===== src/rtl/ssc_pkg.sv =====
package ssc_pkg;

    typedef enum logic {
        SSC_SCRAMBLE   = 1'b0,
        SSC_DESCRAMBLE = 1'b1
    } ssc_mode_e;

endpackage


===== src/rtl/ssc_bitchain.sv =====
module ssc_bitchain
    import ssc_pkg::*;
#(
    parameter int        WIDTH = 8,
    parameter int        TAP_A = 14,
    parameter int        TAP_B = 15,
    parameter ssc_mode_e MODE  = SSC_SCRAMBLE
) (
    input  logic [TAP_B-1:0] hist_i,
    input  logic [WIDTH-1:0] data_i,
    output logic [WIDTH-1:0] data_o,
    output logic [TAP_B-1:0] hist_o
);
    localparam int HW = TAP_B;

    logic [HW-1:0] chain [0:WIDTH];

    assign chain[0] = hist_i;

    for (genvar i = 0; i < WIDTH; i++) begin : g_bit
        localparam int B = WIDTH - 1 - i;
        logic fb;
        logic res;
        logic shift_in;

        assign fb  = chain[i][TAP_A-1] ^ chain[i][TAP_B-1];
        assign res = data_i[B] ^ fb;

        if (MODE == SSC_SCRAMBLE) begin : g_scr
            assign shift_in = res;
        end else begin : g_dsc
            assign shift_in = data_i[B];
        end

        assign data_o[B]  = res;
        assign chain[i+1] = {chain[i][HW-2:0], shift_in};
    end

    assign hist_o = chain[WIDTH];

endmodule


===== src/rtl/ssc_lane.sv =====
module ssc_lane
    import ssc_pkg::*;
#(
    parameter int           WIDTH = 8,
    parameter int           TAP_A = 14,
    parameter int           TAP_B = 15,
    parameter logic [TAP_B-1:0] SEED = 15'h4A5B,
    parameter ssc_mode_e    MODE  = SSC_SCRAMBLE
) (
    input  logic             clk,
    input  logic             rst_n,
    input  logic             en,
    input  logic             in_valid,
    input  logic [WIDTH-1:0] in_data,
    output logic             out_valid,
    output logic [WIDTH-1:0] out_data
);
    localparam int HW = TAP_B;

    typedef struct packed {
        logic [HW-1:0]    hist;
        logic             vld;
        logic [WIDTH-1:0] data;
    } lane_s;

    lane_s st_d, st_q;
    logic [WIDTH-1:0] chain_data;
    logic [HW-1:0]    chain_hist;

    ssc_bitchain #(
        .WIDTH (WIDTH),
        .TAP_A (TAP_A),
        .TAP_B (TAP_B),
        .MODE  (MODE)
    ) chain_i (
        .hist_i (st_q.hist),
        .data_i (in_data),
        .data_o (chain_data),
        .hist_o (chain_hist)
    );

    always_comb begin
        st_d     = st_q;
        st_d.vld = in_valid;
        if (in_valid) begin
            if (en) begin
                st_d.data = chain_data;
                st_d.hist = chain_hist;
            end else begin
                st_d.data = in_data;
            end
        end
    end

    always_ff @(posedge clk or negedge rst_n) begin
        if (!rst_n) begin
            st_q.hist <= SEED;
            st_q.vld  <= 1'b0;
            st_q.data <= '0;
        end else begin
            st_q <= st_d;
        end
    end

    assign out_valid = st_q.vld;
    assign out_data  = st_q.data;

    p_valid_follows_r6: assert property (@(posedge clk) disable iff (!rst_n)
        in_valid |=> out_valid);
    p_idle_no_valid_r6: assert property (@(posedge clk) disable iff (!rst_n)
        !in_valid |=> !out_valid);
    p_idle_hist_hold_r6: assert property (@(posedge clk) disable iff (!rst_n)
        !in_valid |=> $stable(st_q.hist));
    p_idle_data_hold_r6: assert property (@(posedge clk) disable iff (!rst_n)
        !in_valid |=> $stable(out_data));
    p_bypass_frozen_r5: assert property (@(posedge clk) disable iff (!rst_n)
        !en |=> $stable(st_q.hist));
    p_bypass_pass_r4: assert property (@(posedge clk) disable iff (!rst_n)
        (in_valid && !en) |=> (out_data == $past(in_data)));

endmodule


===== src/rtl/ssc_pair.sv =====
module ssc_pair
    import ssc_pkg::*;
#(
    parameter int               WIDTH   = 8,
    parameter int               TAP_A   = 14,
    parameter int               TAP_B   = 15,
    parameter logic [TAP_B-1:0] TX_SEED = 15'h4A5B,
    parameter logic [TAP_B-1:0] RX_SEED = 15'h4A5B
) (
    input  logic             clk,
    input  logic             rst_n,
    input  logic             tx_en,
    input  logic             tx_in_valid,
    input  logic [WIDTH-1:0] tx_in_data,
    output logic             tx_out_valid,
    output logic [WIDTH-1:0] tx_out_data,
    input  logic             rx_en,
    input  logic             rx_in_valid,
    input  logic [WIDTH-1:0] rx_in_data,
    output logic             rx_out_valid,
    output logic [WIDTH-1:0] rx_out_data
);

    ssc_lane #(
        .WIDTH (WIDTH), .TAP_A (TAP_A), .TAP_B (TAP_B),
        .SEED  (TX_SEED), .MODE (SSC_SCRAMBLE)
    ) tx_lane_i (
        .clk       (clk),
        .rst_n     (rst_n),
        .en        (tx_en),
        .in_valid  (tx_in_valid),
        .in_data   (tx_in_data),
        .out_valid (tx_out_valid),
        .out_data  (tx_out_data)
    );

    ssc_lane #(
        .WIDTH (WIDTH), .TAP_A (TAP_A), .TAP_B (TAP_B),
        .SEED  (RX_SEED), .MODE (SSC_DESCRAMBLE)
    ) rx_lane_i (
        .clk       (clk),
        .rst_n     (rst_n),
        .en        (rx_en),
        .in_valid  (rx_in_valid),
        .in_data   (rx_in_data),
        .out_valid (rx_out_valid),
        .out_data  (rx_out_data)
    );

    p_reset_quiet_r1: assert property (@(posedge clk)
        !rst_n |=> (!tx_out_valid && !rx_out_valid && tx_out_data == '0 && rx_out_data == '0));

endmodule


===== config.mk =====
export PLATFORM = sky130hd
export DESIGN_NAME = ssc_pair
export DESIGN_NICKNAME = d
export VERILOG_FILES = /design/src/rtl/ssc_pkg.sv /design/src/rtl/ssc_bitchain.sv /design/src/rtl/ssc_lane.sv /design/src/rtl/ssc_pair.sv
export SDC_FILE = /design/constraint.sdc
export NUM_CORES = 1
export LEC_CHECK = 0
export CAP_MARGIN = 20
export CORE_MARGIN = 2
export CORE_UTILIZATION = 50
export CTS_CLUSTER_DIAMETER = 150
export DETAILED_ROUTE_END_ITERATION = 6
export GPL_TIMING_DRIVEN = 0
export PLACE_DENSITY = 0.76
export SKIP_LAST_GASP = 1
export SYNTH_ARGS = -nofsm -noshare
export SYNTH_HDL_FRONTEND = slang
export SYNTH_SLANG_ARGS = --single-unit

===== constraint.sdc =====
create_clock -name clk -period 1.3 [get_ports clk]
set_input_delay 0.13 -clock clk [delete_from_list [all_inputs] [get_ports clk]]
set_output_delay 0.13 -clock clk [all_outputs]
set_load 0.005 [all_outputs]

# --- Word-level counts from Yosys, hierarchy flattened ---
# Cells that the tools add are included.
op_classes:
  n_mux: 2
  bitwise: 32
  n_reduce_logical: 2
op_table:
  columns: ["op", "n"]
  rows:
  - ["$xor A1 B1 Y1", 32]
  - ["$mux W8", 2]
  - ["$reduce_and A2 Y1", 2]
word_totals:
  register_bits: 48
  input_bits: 22
  output_inout_bits: 18
  wordCells: 42

# --- Longest topological paths before layout ---
logic_depth:
  depth_word: 3
  mapped_depth: 5
  mapped_depth_nobuf: 3

# --- Hierarchy ---
# Synthesis repeated with hierarchy kept, for this count alone.
unflattened:
  hier_cells: 214
  area_unflattened_um2: 2907.8
modules_own_cells:
  columns: ["module", "n_inst", "cells_each", "area_each_um2", "seq_area_each_um2"]
  rows:
  - ["ssc_lane", 2, 76, 1091.0, 610.6]
  - ["ssc_bitchain", 2, 31, 362.8, 0.0]

# --- Worst setup path after synthesis ---
# OpenSTA, ideal clock, no wires.
synth_path:
  kind: "register -> register"
  start: "reg tx_lane_i.st_q[18] in the netlist's numbering"
  end: "reg tx_lane_i.st_q (netlist bit tx_lane_i.out_data[2])"
  setup_time_ps: 126
  arrival_ps: 1062
  required_time_ps: 1174
  slack_ps: 112
  path_stages_with_launch: 4
  path_buffers: 0
  synth_period_minus_slack_ps: 1188
  path_cell_list: "dfstp_2 xnor2_1 nor3_1 a311o_1"
synth_via:
  elab_chain_len: 3
synth_rtl:
  columns: ["item", "line", "source"]
  rows:
  - ["from (decl)", "ssc_lane.sv:26", "lane_s st_d, st_q;"]
  - ["from (signal assigned)", "ssc_lane.sv:61", "st_q <= st_d;"]
  - ["$xor A1 B1 Y1", "ssc_bitchain.sv:26", "assign fb = chain[i][TAP_A-1] ^ chain[i][TAP_B-1];"]
  - ["$xor A1 B1 Y1", "ssc_bitchain.sv:27", "assign res = data_i[B] ^ fb;"]
  - ["$mux W8", "ssc_lane.sv:46", "if (en) begin"]
# No other way between the ends.
# A chain may end at the register's enable or synchronous reset.

# --- Worst setup path in the final report ---
# Ends and elaborated chain as after synthesis.

==> flow_summary.toml <==
[status]
status = "completed"

[worst_setup_path]
r2r_cells = 3
r2r_end = "tx_lane_i.out_data[2]$_DFFE_PN0P_"
cp_slowest_cell = "dfstp_2"
worstPathMaxFanout = 3
end_kind = "flop"
crit_type = "reg -> reg"
worstPathCellList = "xnor2_1 -> nor3_1 -> a311o_1"
cp_slowest_stage_delay_ns = 0.58
cp.arrival_ns = 1.46
timing.rr.start = "tx_lane_i.st_q[18]$_DFFE_PN1P_"
rrSetupSlack_ns = 0.03
worst-path-buf-inv = 0
crit_required_ns = 1.49
crit_family = "flip-flops"
start_kind = "flop"

[final_layout]
instances_no_fill = 286
fin_nets = 255
post-route-util_pct = 66.7
diodes = 0
fin_area_mm2 = 0.00290
drive_gt1_share_pct = 26.9
area_delta_synth_final_pct = 28.5

[yosys]
syn_nets = 206
synth.avg_cell_area_um2 = 12.3
yosysTopAreaCell = "dfrtp_1"
synth_edf_count = 0
syn_inst = 184
synth_top_area_share_pct = 35.4
synth-async-reset-ratio_pct = 100
ys.flop_type = "dfrtp_1"
synthesis.area_mm2 = 0.00226
synth.area.top_cells = "dfrtp_1 35%, dfstp_2 19%, mux2_2 11%"
ys_ff_latch = 48
synth_warnings = 0
synth_cell_types = 27
ys_seq_area_share_pct = 54.0

[cts]
h-tree-depth = 2
path_clk_slew_ns = 0.09
cts_tree = "yes"
clk_path_buf_depth = 2
cts_num_sinks = 48
clk_latency_ns = 0.31
root_buffer = "clkbuf_8"
cts_buffers = 5

[drt]
dr.pass1.iters = 4
wirelength_um = 4620
via_count = 1640
drc = 0
postRouteAntennaNets = 0
via_per_inst = 5.73
wl_per_cell_um = 16.2
drtIter0Drc = 87

[place]
port_buffers = 39
placed_area_mm2 = 0.00273
placedCellCount = 276
dp_hpwl_um = 3220
gp_congestion = 0.754

[floorplan]
ioPinCount = 40
rows = 24
coreArea_mm2 = 0.00435
start_util_pct = 51.9
die_h_um = 71.2
die_w_um = 71.2
die_area_mm2 = 0.00507

[timing]
fin_crit_ns = 1.27
hold_viol_final = 0
rsz0062_at_grt = "yes"
relSlewSlack_pct = 70.2
finalCritPeriodShare_pct = 97.8
max_freq_mhz = 787
setup_viol = 0
tightest_slew_ns = 0.447
finalClockSkew_ns = 0.00908
drv_slew = 0

[global_routing]
grt_usage_pct = 19.5
grt_max_degree = 41
grt_pass1_wl_um = 7690
antenna_found_initial = 0
grt_overflow = 0
grt_pass1_vias = 1642

[hold_path]
holdCritPathClass = "in -> async"

[pwr]
total_power_mw = 5.21
ir_drop_mv = 0.833
power_leakage_nw = 1.28
power_density_mw_per_mm2 = 1800

[flow_run]
cap_viol_max_count = 0
[worst reg2reg max path, delay by kind of cell, from the launching register on]
family / cells / cell delay, ns
compound gates: 1 / 0.32
xor+xnor: 1 / 0.17
simple gates: 1 / 0.09
flops: 1 / 0.58
[registers in the layout, indices dropped and copies added, names as in the netlist]
name	count
tx_lane_i.st_q	15
tx_lane_i.out_valid	1
rx_lane_i.st_q	15
tx_lane_i.out_data	8
rx_lane_i.out_valid	1
rx_lane_i.out_data	8
[per-stage QoR]
step | worst slack [ns] | setup TNS (ns) | hold slack [ns]
3_5_place_dp | -0.383 | -11.66 | 0.0108
4_1_cts | 0.00385 | 0 | 0.213
2_1_floorplan | 0.112 | 0 | -0.166
5_1_grt | -0.0437 | -0.0973 | 0.216
3_3_place_gp | -1.24 | -63.48 | 0.482
6_report | 0.0288 | 0 | 0.202
[synthesized netlist by cell type, types with 6 or more instances]
| cell | n |
|---|---|
| o21ai_0 | 8 |
| a311o_1 | 8 |
| or3_1 | 8 |
| a31oi_1 | 8 |
| a221o_1 | 6 |
| mux2_2 | 22 |
| a31o_1 | 6 |
| nor2_1 | 8 |
| xnor2_1 | 16 |
| nor3_1 | 6 |
| dfrtp_1 | 32 |
| dfstp_2 | 16 |
| and3_1 | 6 |
[logic make-up after synthesis]
family | synth area share [%]
flops | 54.0
xor+xnor | 6.20
buf+inv | 3.38
compound gates | 13.2
mux | 11.8
simple gates | 11.4
[metal layers]
layer  vias up  share of wire (%)  track usage, %
met5         -                  0               0
met4         0                2.2            10.1
met3         8                4.4            4.22
met2        40                 50            31.4
met1       806                 44            24.8
li1        786                  -               -
[placed cells by master (no fill, tap or decap), drive strengths merged, types with 5 or more instances in the layout]
master and instances:
buf 11, nand2 6, xnor2 16, a311o 8, a31o 6, a31oi 8
a221o 6, dfrtp 32, nor3 6, clkdlybuf4s50 21, or3 8, nor2 8
dlymetal6s2s 11, dfstp 16, and3 6, and2b 5, clkbuf 10, mux2 22
o21ai 8, dlygate4sd2 6
[how the worst max path moves through the flow]
stage | start | endpoint | cells after the start
after floorplan | tx_lane_i.st_q[18]$_DFFE_PN1P_ | tx_lane_i.out_data[2]$_DFFE_PN0P_ | 3
after global placement | rst_n | rx_lane_i.st_q[22]$_DFFE_PN0P_ | 1
after detailed placement | tx_in_valid | tx_lane_i.out_data[5]$_DFFE_PN0P_ | 5
final | tx_lane_i.st_q[18]$_DFFE_PN1P_ | tx_lane_i.out_data[2]$_DFFE_PN0P_ | 3
after CTS | tx_lane_i.out_data[4]$_DFFE_PN0P_ | tx_out_data[4] | 1
after global routing | tx_lane_i.st_q[18]$_DFFE_PN1P_ | tx_lane_i.out_data[2]$_DFFE_PN0P_ | 3
[what timing repair did]
item                                    4_1_cts  5_1_grt
gates resized for setup                       6       18
endpoints found under the setup margin       16       24
hold endpoints to repair                     32        0
hold buffers                                  1        0
setup buffers                                 1        0
[cell type report]
type,instances,area [um^2]
buffer,10,73.8
clock buffer,8,100
fill,367,1450
inverter,2,7.51
multi-input combinational,124,992
sequential,48,1220
tap,52,65.1
timing repair buffer,42,443
[power breakdown]
part | switching (mW) | internal [mW]
registers | 0.395 | 2.10
clock network | 0.486 | 0.486
logic | 0.657 | 1.09
total | 1.54 | 3.68
Note: power is estimated with default switching activity, not from simulation.
